[src/rtl/trap_seq_pkg.sv]
`timescale 1ns/1ps
package trap_seq_pkg;
  typedef enum logic [2:0] {
    EV_NONE,
    EV_RESET,
    EV_TRAP,
    EV_ERROR,
    EV_RETURN,
    EV_HOLD
  } trap_ev_e;

  localparam int CAUSE_MISALIGN = 7;
  localparam int VEC_SHIFT      = 4;
endpackage

[src/rtl/trap_arbiter.sv]
`timescale 1ns/1ps
module trap_arbiter
  import trap_seq_pkg::*;
#(
  parameter int TTW = 8
) (
  input  logic           reset_req,
  input  logic           err_mode,
  input  logic           stall,
  input  logic           et,
  input  logic           misalign,
  input  logic           sync_req,
  input  logic [TTW-1:0] sync_tt,
  input  logic           async_req,
  input  logic [TTW-1:0] async_tt,
  input  logic           ret_req,
  output trap_ev_e       ev,
  output logic [TTW-1:0] cause
);
  logic sync_any;
  assign sync_any = misalign | sync_req;

  always_comb begin
    ev    = EV_NONE;
    cause = async_tt;
    if (reset_req) begin
      ev = EV_RESET;
    end else if (err_mode) begin
      ev = EV_HOLD;
    end else if (stall) begin
      ev = EV_NONE;
    end else if (sync_any) begin
      ev    = et ? EV_TRAP : EV_ERROR;
      cause = misalign ? TTW'(CAUSE_MISALIGN) : sync_tt;
    end else if (async_req && et) begin
      ev    = EV_TRAP;
      cause = async_tt;
    end else if (ret_req) begin
      ev = EV_RETURN;
    end
  end
endmodule

[src/rtl/trap_mode_regs.sv]
`timescale 1ns/1ps
module trap_mode_regs
  import trap_seq_pkg::*;
#(
  parameter int NWIN = 8,
  parameter int AW   = 32,
  parameter int TTW  = 8,
  localparam int CWPW = $clog2(NWIN),
  localparam int BLSB = TTW + VEC_SHIFT,
  localparam int BW   = AW - BLSB
) (
  input  logic            clk,
  input  logic            rst_n,
  input  trap_ev_e        ev,
  input  logic [TTW-1:0]  cause,
  input  logic            tba_wr,
  input  logic [BW-1:0]   tba_in,
  output logic            et,
  output logic            s_mode,
  output logic            ps_mode,
  output logic [CWPW-1:0] cwp,
  output logic [AW-1:0]   tbr,
  output logic [AW-1:0]   vec_addr,
  output logic            err_mode
);
  localparam logic [CWPW-1:0] WTOP = CWPW'(NWIN - 1);

  logic            et_q, s_q, ps_q, err_q;
  logic [CWPW-1:0] cwp_q, cwp_dn, cwp_up;
  logic [BW-1:0]   tba_q;
  logic [TTW-1:0]  tt_q;

  assign cwp_dn = (cwp_q == '0)  ? WTOP : cwp_q - 1'b1;
  assign cwp_up = (cwp_q == WTOP) ? '0  : cwp_q + 1'b1;

  always_ff @(posedge clk or negedge rst_n) begin
    if (!rst_n) begin
      et_q  <= 1'b0;
      s_q   <= 1'b1;
      ps_q  <= 1'b0;
      err_q <= 1'b0;
      cwp_q <= '0;
      tba_q <= '0;
      tt_q  <= '0;
    end else begin
      case (ev)
        EV_RESET: begin
          et_q  <= 1'b0;
          s_q   <= 1'b1;
          err_q <= 1'b0;
        end
        EV_TRAP: begin
          et_q  <= 1'b0;
          ps_q  <= s_q;
          s_q   <= 1'b1;
          cwp_q <= cwp_dn;
          tt_q  <= cause;
        end
        EV_ERROR: err_q <= 1'b1;
        EV_RETURN: begin
          et_q  <= 1'b1;
          s_q   <= ps_q;
          cwp_q <= cwp_up;
        end
        EV_NONE: if (tba_wr) tba_q <= tba_in;
        default: ;
      endcase
    end
  end

  assign et       = et_q;
  assign s_mode   = s_q;
  assign ps_mode  = ps_q;
  assign cwp      = cwp_q;
  assign err_mode = err_q;
  assign tbr      = {tba_q, tt_q, {VEC_SHIFT{1'b0}}};
  assign vec_addr = {tba_q, cause, {VEC_SHIFT{1'b0}}};

  AST_TRAP_DISABLES: assert property (@(posedge clk) disable iff (!rst_n)
    (ev == EV_TRAP) |=> (!et_q && s_q && ps_q == $past(s_q)));

  AST_WINDOW_DOWN: assert property (@(posedge clk) disable iff (!rst_n)
    (ev == EV_TRAP) |=> (cwp_q == (($past(cwp_q) == '0) ? WTOP : $past(cwp_q) - 1'b1)));

  AST_ERR_STICKY: assert property (@(posedge clk) disable iff (!rst_n)
    (err_q && ev != EV_RESET) |=> err_q);

  AST_RESET_KEEPS: assert property (@(posedge clk) disable iff (!rst_n)
    (ev == EV_RESET) |=> ($stable(cwp_q) && $stable(tba_q) && $stable(ps_q) && !err_q));
endmodule

[src/rtl/trap_capture.sv]
`timescale 1ns/1ps
module trap_capture #(
  parameter int AW   = 32,
  parameter int CWPW = 3
) (
  input  logic            clk,
  input  logic            rst_n,
  input  logic            load,
  input  logic            drop,
  input  logic [CWPW-1:0] win_in,
  input  logic [AW-1:0]   pc_in,
  input  logic [AW-1:0]   npc_in,
  input  logic            cap_ready,
  output logic            cap_valid,
  output logic [CWPW-1:0] cap_win,
  output logic [AW-1:0]   cap_pc,
  output logic [AW-1:0]   cap_npc
);
  always_ff @(posedge clk or negedge rst_n) begin
    if (!rst_n) begin
      cap_valid <= 1'b0;
      cap_win   <= '0;
      cap_pc    <= '0;
      cap_npc   <= '0;
    end else if (drop) begin
      cap_valid <= 1'b0;
    end else if (load) begin
      cap_valid <= 1'b1;
      cap_win   <= win_in;
      cap_pc    <= pc_in;
      cap_npc   <= npc_in;
    end else if (cap_valid && cap_ready) begin
      cap_valid <= 1'b0;
    end
  end

  AST_CAP_HOLD: assert property (@(posedge clk) disable iff (!rst_n)
    (cap_valid && !cap_ready && !drop) |=>
      (cap_valid && $stable(cap_win) && $stable(cap_pc) && $stable(cap_npc)));
endmodule

[src/rtl/trap_entry_seq.sv]
`timescale 1ns/1ps
module trap_entry_seq
  import trap_seq_pkg::*;
#(
  parameter int NWIN = 8,
  parameter int AW   = 32,
  parameter int TTW  = 8,
  localparam int CWPW = $clog2(NWIN),
  localparam int BW   = AW - TTW - VEC_SHIFT
) (
  input  logic            clk,
  input  logic            rst_n,
  input  logic            reset_req,
  input  logic            misalign,
  input  logic            sync_req,
  input  logic [TTW-1:0]  sync_tt,
  input  logic            async_req,
  input  logic [TTW-1:0]  async_tt,
  input  logic            ret_req,
  input  logic            tba_wr,
  input  logic [BW-1:0]   tba_in,
  input  logic [AW-1:0]   pc_in,
  input  logic [AW-1:0]   npc_in,
  output logic            et,
  output logic            s_mode,
  output logic            ps_mode,
  output logic [CWPW-1:0] cwp,
  output logic [AW-1:0]   tbr,
  output logic            err_mode,
  output logic            redir_valid,
  output logic [AW-1:0]   redir_pc,
  output logic [AW-1:0]   redir_npc,
  output logic            cap_valid,
  input  logic            cap_ready,
  output logic [CWPW-1:0] cap_win,
  output logic [AW-1:0]   cap_pc,
  output logic [AW-1:0]   cap_npc
);
  trap_ev_e        ev;
  logic [TTW-1:0]  cause;
  logic [AW-1:0]   vec_addr;
  logic [CWPW-1:0] win_next;
  localparam logic [CWPW-1:0] WTOP = CWPW'(NWIN - 1);

  trap_arbiter #(.TTW(TTW)) u_arb (
    .reset_req (reset_req),
    .err_mode  (err_mode),
    .stall     (cap_valid),
    .et        (et),
    .misalign  (misalign),
    .sync_req  (sync_req),
    .sync_tt   (sync_tt),
    .async_req (async_req),
    .async_tt  (async_tt),
    .ret_req   (ret_req),
    .ev        (ev),
    .cause     (cause)
  );

  trap_mode_regs #(.NWIN(NWIN), .AW(AW), .TTW(TTW)) u_regs (
    .clk      (clk),
    .rst_n    (rst_n),
    .ev       (ev),
    .cause    (cause),
    .tba_wr   (tba_wr),
    .tba_in   (tba_in),
    .et       (et),
    .s_mode   (s_mode),
    .ps_mode  (ps_mode),
    .cwp      (cwp),
    .tbr      (tbr),
    .vec_addr (vec_addr),
    .err_mode (err_mode)
  );

  assign win_next = (cwp == '0) ? WTOP : cwp - 1'b1;

  trap_capture #(.AW(AW), .CWPW(CWPW)) u_cap (
    .clk       (clk),
    .rst_n     (rst_n),
    .load      (ev == EV_TRAP),
    .drop      (ev == EV_RESET),
    .win_in    (win_next),
    .pc_in     (pc_in),
    .npc_in    (npc_in),
    .cap_ready (cap_ready),
    .cap_valid (cap_valid),
    .cap_win   (cap_win),
    .cap_pc    (cap_pc),
    .cap_npc   (cap_npc)
  );

  always_ff @(posedge clk or negedge rst_n) begin
    if (!rst_n) begin
      redir_valid <= 1'b0;
      redir_pc    <= '0;
      redir_npc   <= '0;
    end else begin
      redir_valid <= (ev == EV_RESET) || (ev == EV_TRAP);
      if (ev == EV_RESET) begin
        redir_pc  <= '0;
        redir_npc <= AW'(4);
      end else if (ev == EV_TRAP) begin
        redir_pc  <= vec_addr;
        redir_npc <= vec_addr + AW'(4);
      end
    end
  end

  AST_REDIR_PAIR: assert property (@(posedge clk) disable iff (!rst_n)
    redir_valid |-> (redir_npc == redir_pc + AW'(4)));

  AST_ASYNC_MASKED: assert property (@(posedge clk) disable iff (!rst_n)
    (!et && async_req && !misalign && !sync_req && !reset_req) |=> !redir_valid);

  AST_RESET_VECTOR: assert property (@(posedge clk) disable iff (!rst_n)
    reset_req |=> (redir_valid && redir_pc == '0 && !cap_valid && !et && s_mode));

  AST_ERR_SILENT: assert property (@(posedge clk) disable iff (!rst_n)
    (err_mode && !reset_req) |=> !redir_valid);
endmodule

[config.mk]
export PLATFORM = sky130hd
export DESIGN_NAME = trap_entry_seq
export DESIGN_NICKNAME = d
export VERILOG_FILES = /design/src/rtl/trap_seq_pkg.sv /design/src/rtl/trap_arbiter.sv /design/src/rtl/trap_mode_regs.sv /design/src/rtl/trap_capture.sv /design/src/rtl/trap_entry_seq.sv
export SDC_FILE = /design/constraint.sdc
export NUM_CORES = 1
export LEC_CHECK = 0
export CELL_PAD_IN_SITES_DETAIL_PLACEMENT = 0
export CELL_PAD_IN_SITES_GLOBAL_PLACEMENT = 2
export CORE_ASPECT_RATIO = 0.8
export CORE_MARGIN = 2
export CORE_UTILIZATION = 22
export CTS_BUF_LIST = sky130_fd_sc_hd__clkbuf_4
export DETAILED_ROUTE_END_ITERATION = 10
export GPL_TIMING_DRIVEN = 0
export PLACE_DENSITY_LB_ADDON = 0.1
export SLEW_MARGIN = 20
export SYNTH_ARGS = -nofsm -noshare
export SYNTH_HDL_FRONTEND = slang
export SYNTH_SLANG_ARGS = --single-unit
[constraint.sdc]
create_clock -name clk -period 1.7 [get_ports clk]
set_clock_uncertainty 0.1 [all_clocks]
set_input_delay 0.17 -clock clk [delete_from_list [all_inputs] [get_ports clk]]
set_output_delay 0.17 -clock clk [all_outputs]
set_load 0.02 [all_outputs]
---- Yosys cells after proc, flatten, opt, wreduce, memory -nomap -nowiden ----
Cells that the tools add are included.
cells by class
  $add $sub $neg .......................... 3
  reduce and logical (&&, ||, !) cells .... 13
  equal/unequal tests ..................... 5
  bitwise logic cells ..................... 2
  multiplexer cells ....................... 25
operators by type and width
  cell                   number
  $mux 32                4
  $mux 8                 5
  $add 32x3->32 const B  1
  $mux 3                 8
  $reduce_bool 2->1      4
  $eq 3x2->1 const B     2
  $eq 3x3->1 const B     2
  $logic_not 3->1        2
  $pmux 1 s2             3
  $pmux 3 s2             1
  $mux 1                 4
  $reduce_and 2->1       2
  $add 3x1->3 const B    1
  $eq 3x1->1 const B     1
  $reduce_bool 3->1      1
  $sub 3x1->3 const B    1
  $logic_and 1x1->1      2
  $reduce_or 2->1        1
  $logic_or 1x1->1       1
  $not 1->1              1
  $or 1x1->1             1
storage, ports and cells
  register bits after elaboration ......... 168
  output and inout bits ................... 172
  bits of input ports ..................... 109
  logic and storage cells ................. 62

---- Depth between registers and ports, before layout ----
  word-level depth ........................ 9
  mapped depth ............................ 8
  mapped depth without buffers ............ 6

---- By module ----
From an unflattened synthesis, not the netlist that was laid out.
unflattened totals
  cell total of the unflattened synthesis .. 612
  area total of the unflattened synthesis .. 7609.8 um^2
modules (own cells, without submodules)
  module          cells each  seq. area each (um^2)  instances  area each (um^2)
  trap_entry_seq  296         1576.5                 1          2966.6
  trap_capture    146         1701.6                 1          2691.3
  trap_mode_regs  142         877.1                  1          1766.7
  trap_arbiter    28          0.0                    1          185.2

---- Worst setup path after synthesis ----
Ideal clock, no wire load.
  path type ............................... reg-to-reg
  start point ............................. reg u_cap.cap_valid
  end point ............................... reg u_regs.cwp_q[1], in the netlist u_regs.cwp[1]
  period minus slack after synthesis ...... 1.779 ns
  required time ........................... 1.474 ns
  stages on the path, launching flop included .. 5
  buffers on the path ..................... 1
  library setup time ...................... 0.126 ns
  path slack .............................. -0.079 ns
  arrival ................................. 1.552 ns
  cells stage by stage .................... dfrtp_1 > nor3_4 > nand3_2 > buf_2 > a311o_1
on the way
  longest elaborated chain between the ends .. 5
  elaborated cells between the ends (all ways) .. 7
  classes of those cells .................. 2 x eq/ne; 4 x mux; 1 x reduce/logical
RTL lines
  element                                                 line                  RTL
  from (decl)                                             trap_capture.sv:14    output logic cap_valid,
  from (signal assigned)                                  trap_capture.sv:21    cap_valid <= 1'b0;
  from (signal assigned)                                  trap_capture.sv:26    cap_valid <= 1'b0;
  from (signal assigned)                                  trap_capture.sv:28    cap_valid <= 1'b1;
  $mux 3 *                                                trap_arbiter.sv:30    end else if (stall) begin
  $mux 3 *                                                trap_arbiter.sv:28    end else if (err_mode) begin
  $mux 3 *                                                trap_arbiter.sv:26    if (reset_req) begin
  $eq 3x3->1 / $eq 3x2->1 (equally long branches)         trap_mode_regs.sv:46  case (ev)
  $pmux 3 s2 / $reduce_bool 2->1 (equally long branches)  --
  to (signal assigned)                                    trap_mode_regs.sv:56  cwp_q <= cwp_dn;
  to (signal assigned)                                    trap_mode_regs.sv:63  cwp_q <= cwp_up;
  to (decl)                                               trap_mode_regs.sv:29  logic [CWPW-1:0] cwp_q, cwp_dn, cwp_up;
Every way passes the cells marked *; elsewhere a longest branch is shown, timed or not.
A chain may end at the register's enable or synchronous reset.

---- Worst setup path in the final report ----
  start point ............................. reg u_cap.cap_valid
  end point ............................... reg redir_npc[8]
on the way
  longest elaborated chain between the ends .. 6
  elaborated cells between the ends (all ways) .. 12
  classes of those cells .................. 1 x add/sub; 2 x eq/ne; 8 x mux; 1 x reduce/logical
RTL lines
  element               line                   RTL
  $mux 8                trap_arbiter.sv:30
  $mux 8                trap_arbiter.sv:28
  $mux 8                trap_arbiter.sv:26
  $add 32x3->32         trap_entry_seq.sv:105  redir_npc <= vec_addr + AW'(4);
  $mux 32               trap_entry_seq.sv:103  end else if (ev == EV_TRAP) begin
  $mux 32               trap_entry_seq.sv:100  if (ev == EV_RESET) begin
  to (signal assigned)  trap_entry_seq.sv:105
  to (decl)             trap_entry_seq.sv:32   output logic [AW-1:0] redir_npc,
Parallel ways exist; a longest one is shown, timed or not. The select of a mux whose other input is x is not followed.

==> impl_results.md <==
* Crit path time final at 1.72 ns
* Most numerous cell in the Yosys netlist: nand2_1
* Tcrit/Tclk final at 1.01
* Iter 0 DRT Violations at 172
* Rows at 52
* CTS tree: done
* Worst EP arrival at 2.06 ns
* Die width at 182 um
* Largest net degree at the start of global routing at 68
* Setup ws final at -0.0228 ns
* CTS Buf Count at 17
* Die area at 26800 um2
* DP HPWL at 13.3 mm
* Post-Synthesis Cell Area at 5600 um2
* Yosys reg bits at 133
* DIE HEIGHT at 147 um
* Dominant synthesized flop cell: dfrtp_1
* WS Path Type: reg -> reg
* Critical path's slowest cell: dfrtp_2
* P_leak at 5.59 nW
* Violated checks: negative setup slack
* Vias per cell at 4.11
* R2R Path End: redir_npc[8]$_DFFE_PN0P_
* Root Driver: clkbuf_4
* Highest Clock Rate at 580 MHz
* Crit-path max FO at 7
* Hold depth at 4
* Worst hold slack at 0.00978 ns
* Clock Path Buffers at 2
* Syn Area/Cell at 10.6 um2
* Worst hold start: sync_req
* Gr ovfl total at 0
* Instance area at placement at 8750 um2
* RSZ-0062 raised after global routing: true
* Drt first pass iters at 4
* Slew Limit Fails at 0
* Slew HR at 0.548
* CP top delay family: flip-flops
* Skew-Pair Late Insertion Delay at 0.53 ns
* Fin nets at 1039
* DRC at 0
* Cell taking the most area after synthesis: dfrtp_1
* First-pass GRT wire length at 30.9 mm
* Post-synth EDFFs at 0
* CP startpoint kind: flop
* List of most frequent post-synthesis cells: 199 x nand2_1, 132 x dfrtp_1, 40 x buf_4
* Max H-tree Level at 4
* Hold Path Class: in -> reg
* WP data required at 2.04 ns
* Status: finished, violations left
* Design area at 10600 um2
* Hold EP: u_regs.et$_DFFE_PN0P_
* Reg2Reg Depth at 5
* Endpoints failing setup at 30
* Top post-synthesis cells by area: dfrtp_1 59%, nand2_1 13%, buf_4 5.4%
* Crit path capture type: flop
* Critical Path Max Stage Delay at 0.47 ns
* Asr flop ratio synth at 1.00
* Clock Sinks at 133
* Reg2reg start: u_cap.cap_valid$_DFFE_PN0P_
* Io pins at 281
* Final hold vios at 0
* Yosys warnings at 0
* Core Area at 25200 um2
* Synth top area share at 0.590
* Filler instances at 2511
* CP Cell Sequence: buf_6 > or3_4 > o21ai_2 > a21oi_2 > a31o_2
* Count of different cell masters after synthesis at 41
* Initial Utilization at 0.222
* DR WL/cell at 16.4 um
* Final GP Congestion at 0.754
* Post-route ant nets at 0
* Initial antenna violation count at 0
* Max-cap violations at 0
* Antenna cells at 0
* Total track usage at 0.150
* Clk slew on worst S/H paths at 0.13 ns
* # port buffers at 267
* R2r setup slk at -0.02 ns
* Post-Synthesis Cells at 526
* Worst-margin pin slew at 0.677 ns
* Number of global-route vias before repair at 5243
* Vias at 5186
* P&R area growth vs syn at 89.4%
* Final TNS setup at -0.298 ns
* Fraction of layout cells with a size suffix above 1 at 0.342
* Pwr/cell area at 977 nW/um2
* Buf/Inv on CP at 1
* Register area share after synthesis at 0.594
* Overall routed net length at 20.7 mm
* VDD IR max at 0.497 mV
-- flip-flops by register name (all words and copies together), names as in the netlist, 3 cells and up --
register,count
u_cap.cap_npc,32
u_cap.cap_pc,32
redir_npc,28
u_regs.tba_q,20
u_regs.tt_q,8
u_cap.cap_win,3
u_regs.cwp,3
-- worst min-delay path: stages --
cell and delay (ns):
buf_6 0.09, nor2_2 0.12, nand4_4 0.17, nand2_1 0.06
-- layer usage --
metal	vias up	share of wire	global-route usage	wire [um]
met5	-	0	0	0
met4	0	0.011	0.0387	230
met3	15	0.065	0.0476	1340
met2	180	0.46	0.232	9420
met1	2511	0.47	0.204	9660
li1	2480	-	-	-
-- power by group --
group	switching [mW]	internal (mW)
Combinational	2.05	1.70
Sequential	0.518	3.89
Clock	1.33	0.883
-- placed cells by master, fill, tap and decap left out, types with 5 or more instances in the layout --
cell             synthesis  final
nand2_4                  0     19
a31o_2                   5      5
a21oi_2                  0      5
inv_1                    8      8
nand2_1                199    129
a21o_1                  10     10
a22o_1                  20     20
buf_12                   0      7
buf_6                    7     21
nand2_2                  0     51
o21ai_2                  0      5
mux2_4                  10     15
clkbuf_4                 0     17
dlygate4sd3_1            0     41
nor2_1                  11      8
dfrtp_1                132    128
buf_2                   18     11
mux2_2                  10      5
dlygate4sd2_1            0    128
clkbuf_16                0     11
clkdlybuf4s50_1          0    105
nand4b_1                 5      5
buf_8                    0     11
buf_4                   40     92
conb_1                   1     11
-- how the worst max path moves through the flow --
stage                           startpoint                           to  slack (ns)  depth (start not counted)
2_1_floorplan  u_cap.cap_valid$_DFFE_PN0P_    u_regs.cwp[1]$_DFFE_PN0P_      -0.001                          4
3_3_place_gp                         rst_n        u_regs.et$_DFFE_PN0P_       -5.87                          1
3_5_place_dp                      misalign    u_regs.cwp[1]$_DFFE_PN0P_       -0.63                          5
4_1_cts        u_cap.cap_valid$_DFFE_PN0P_   u_regs.tt_q[2]$_DFFE_PN0N_       -0.05                          5
5_1_grt        u_regs.err_mode$_DFFE_PN0P_  u_cap.cap_pc[4]$_DFFE_PN0P_       -0.09                          7
6_report       u_cap.cap_valid$_DFFE_PN0P_     redir_npc[8]$_DFFE_PN0P_       -0.02                          5
-- repair_timing --
item / in CTS / in global routing
pin swaps: 6 / 72
buffers inserted: 51 / 8
resized for setup: 331 / 144
endpoints found under the setup margin: 291 / 149
cloned: 4 / 12
hold endpoints to repair: 186 / 7
hold buffers: 40 / 2
-- metrics by stage --
stage	worst slack [ns]	total power [mW]	util	instances
finish	-0.0228	10.4	0.421	1263
CTS	-0.0487	10.3	0.394	1252
global route	-0.0936	11.0	0.421	1263
detailed placement	-0.634	8.34	0.348	1128
global placement	-5.87	8.31	0.346	1127
floorplan	-0.00104	6.15	-	536
-- area by class of cell --
cell class	instances	area, um2	share of cell area
timing repair buffer	373	3680	0.347
clock inverter	15	155	0.0146
tap	324	405	0.0382
inverter	8	30.0	0.00283
buffer	64	634	0.0598
sequential	133	3330	0.314
multi-input combinational	329	2240	0.211
clock buffer	17	128	0.0120
-- kinds of logic after synthesis --
group,Yosys count,share of synthesized area
AOI/OAI and AO/OA,60,0.0840
adders and majority gates,4,0.00893
buffers and inverters,75,0.0905
DFF,133,0.594
muxes,20,0.0469
other,1,0.000669
and+or+nand+nor,233,0.175
No activity file was read; power rests on OpenSTA's default activity.
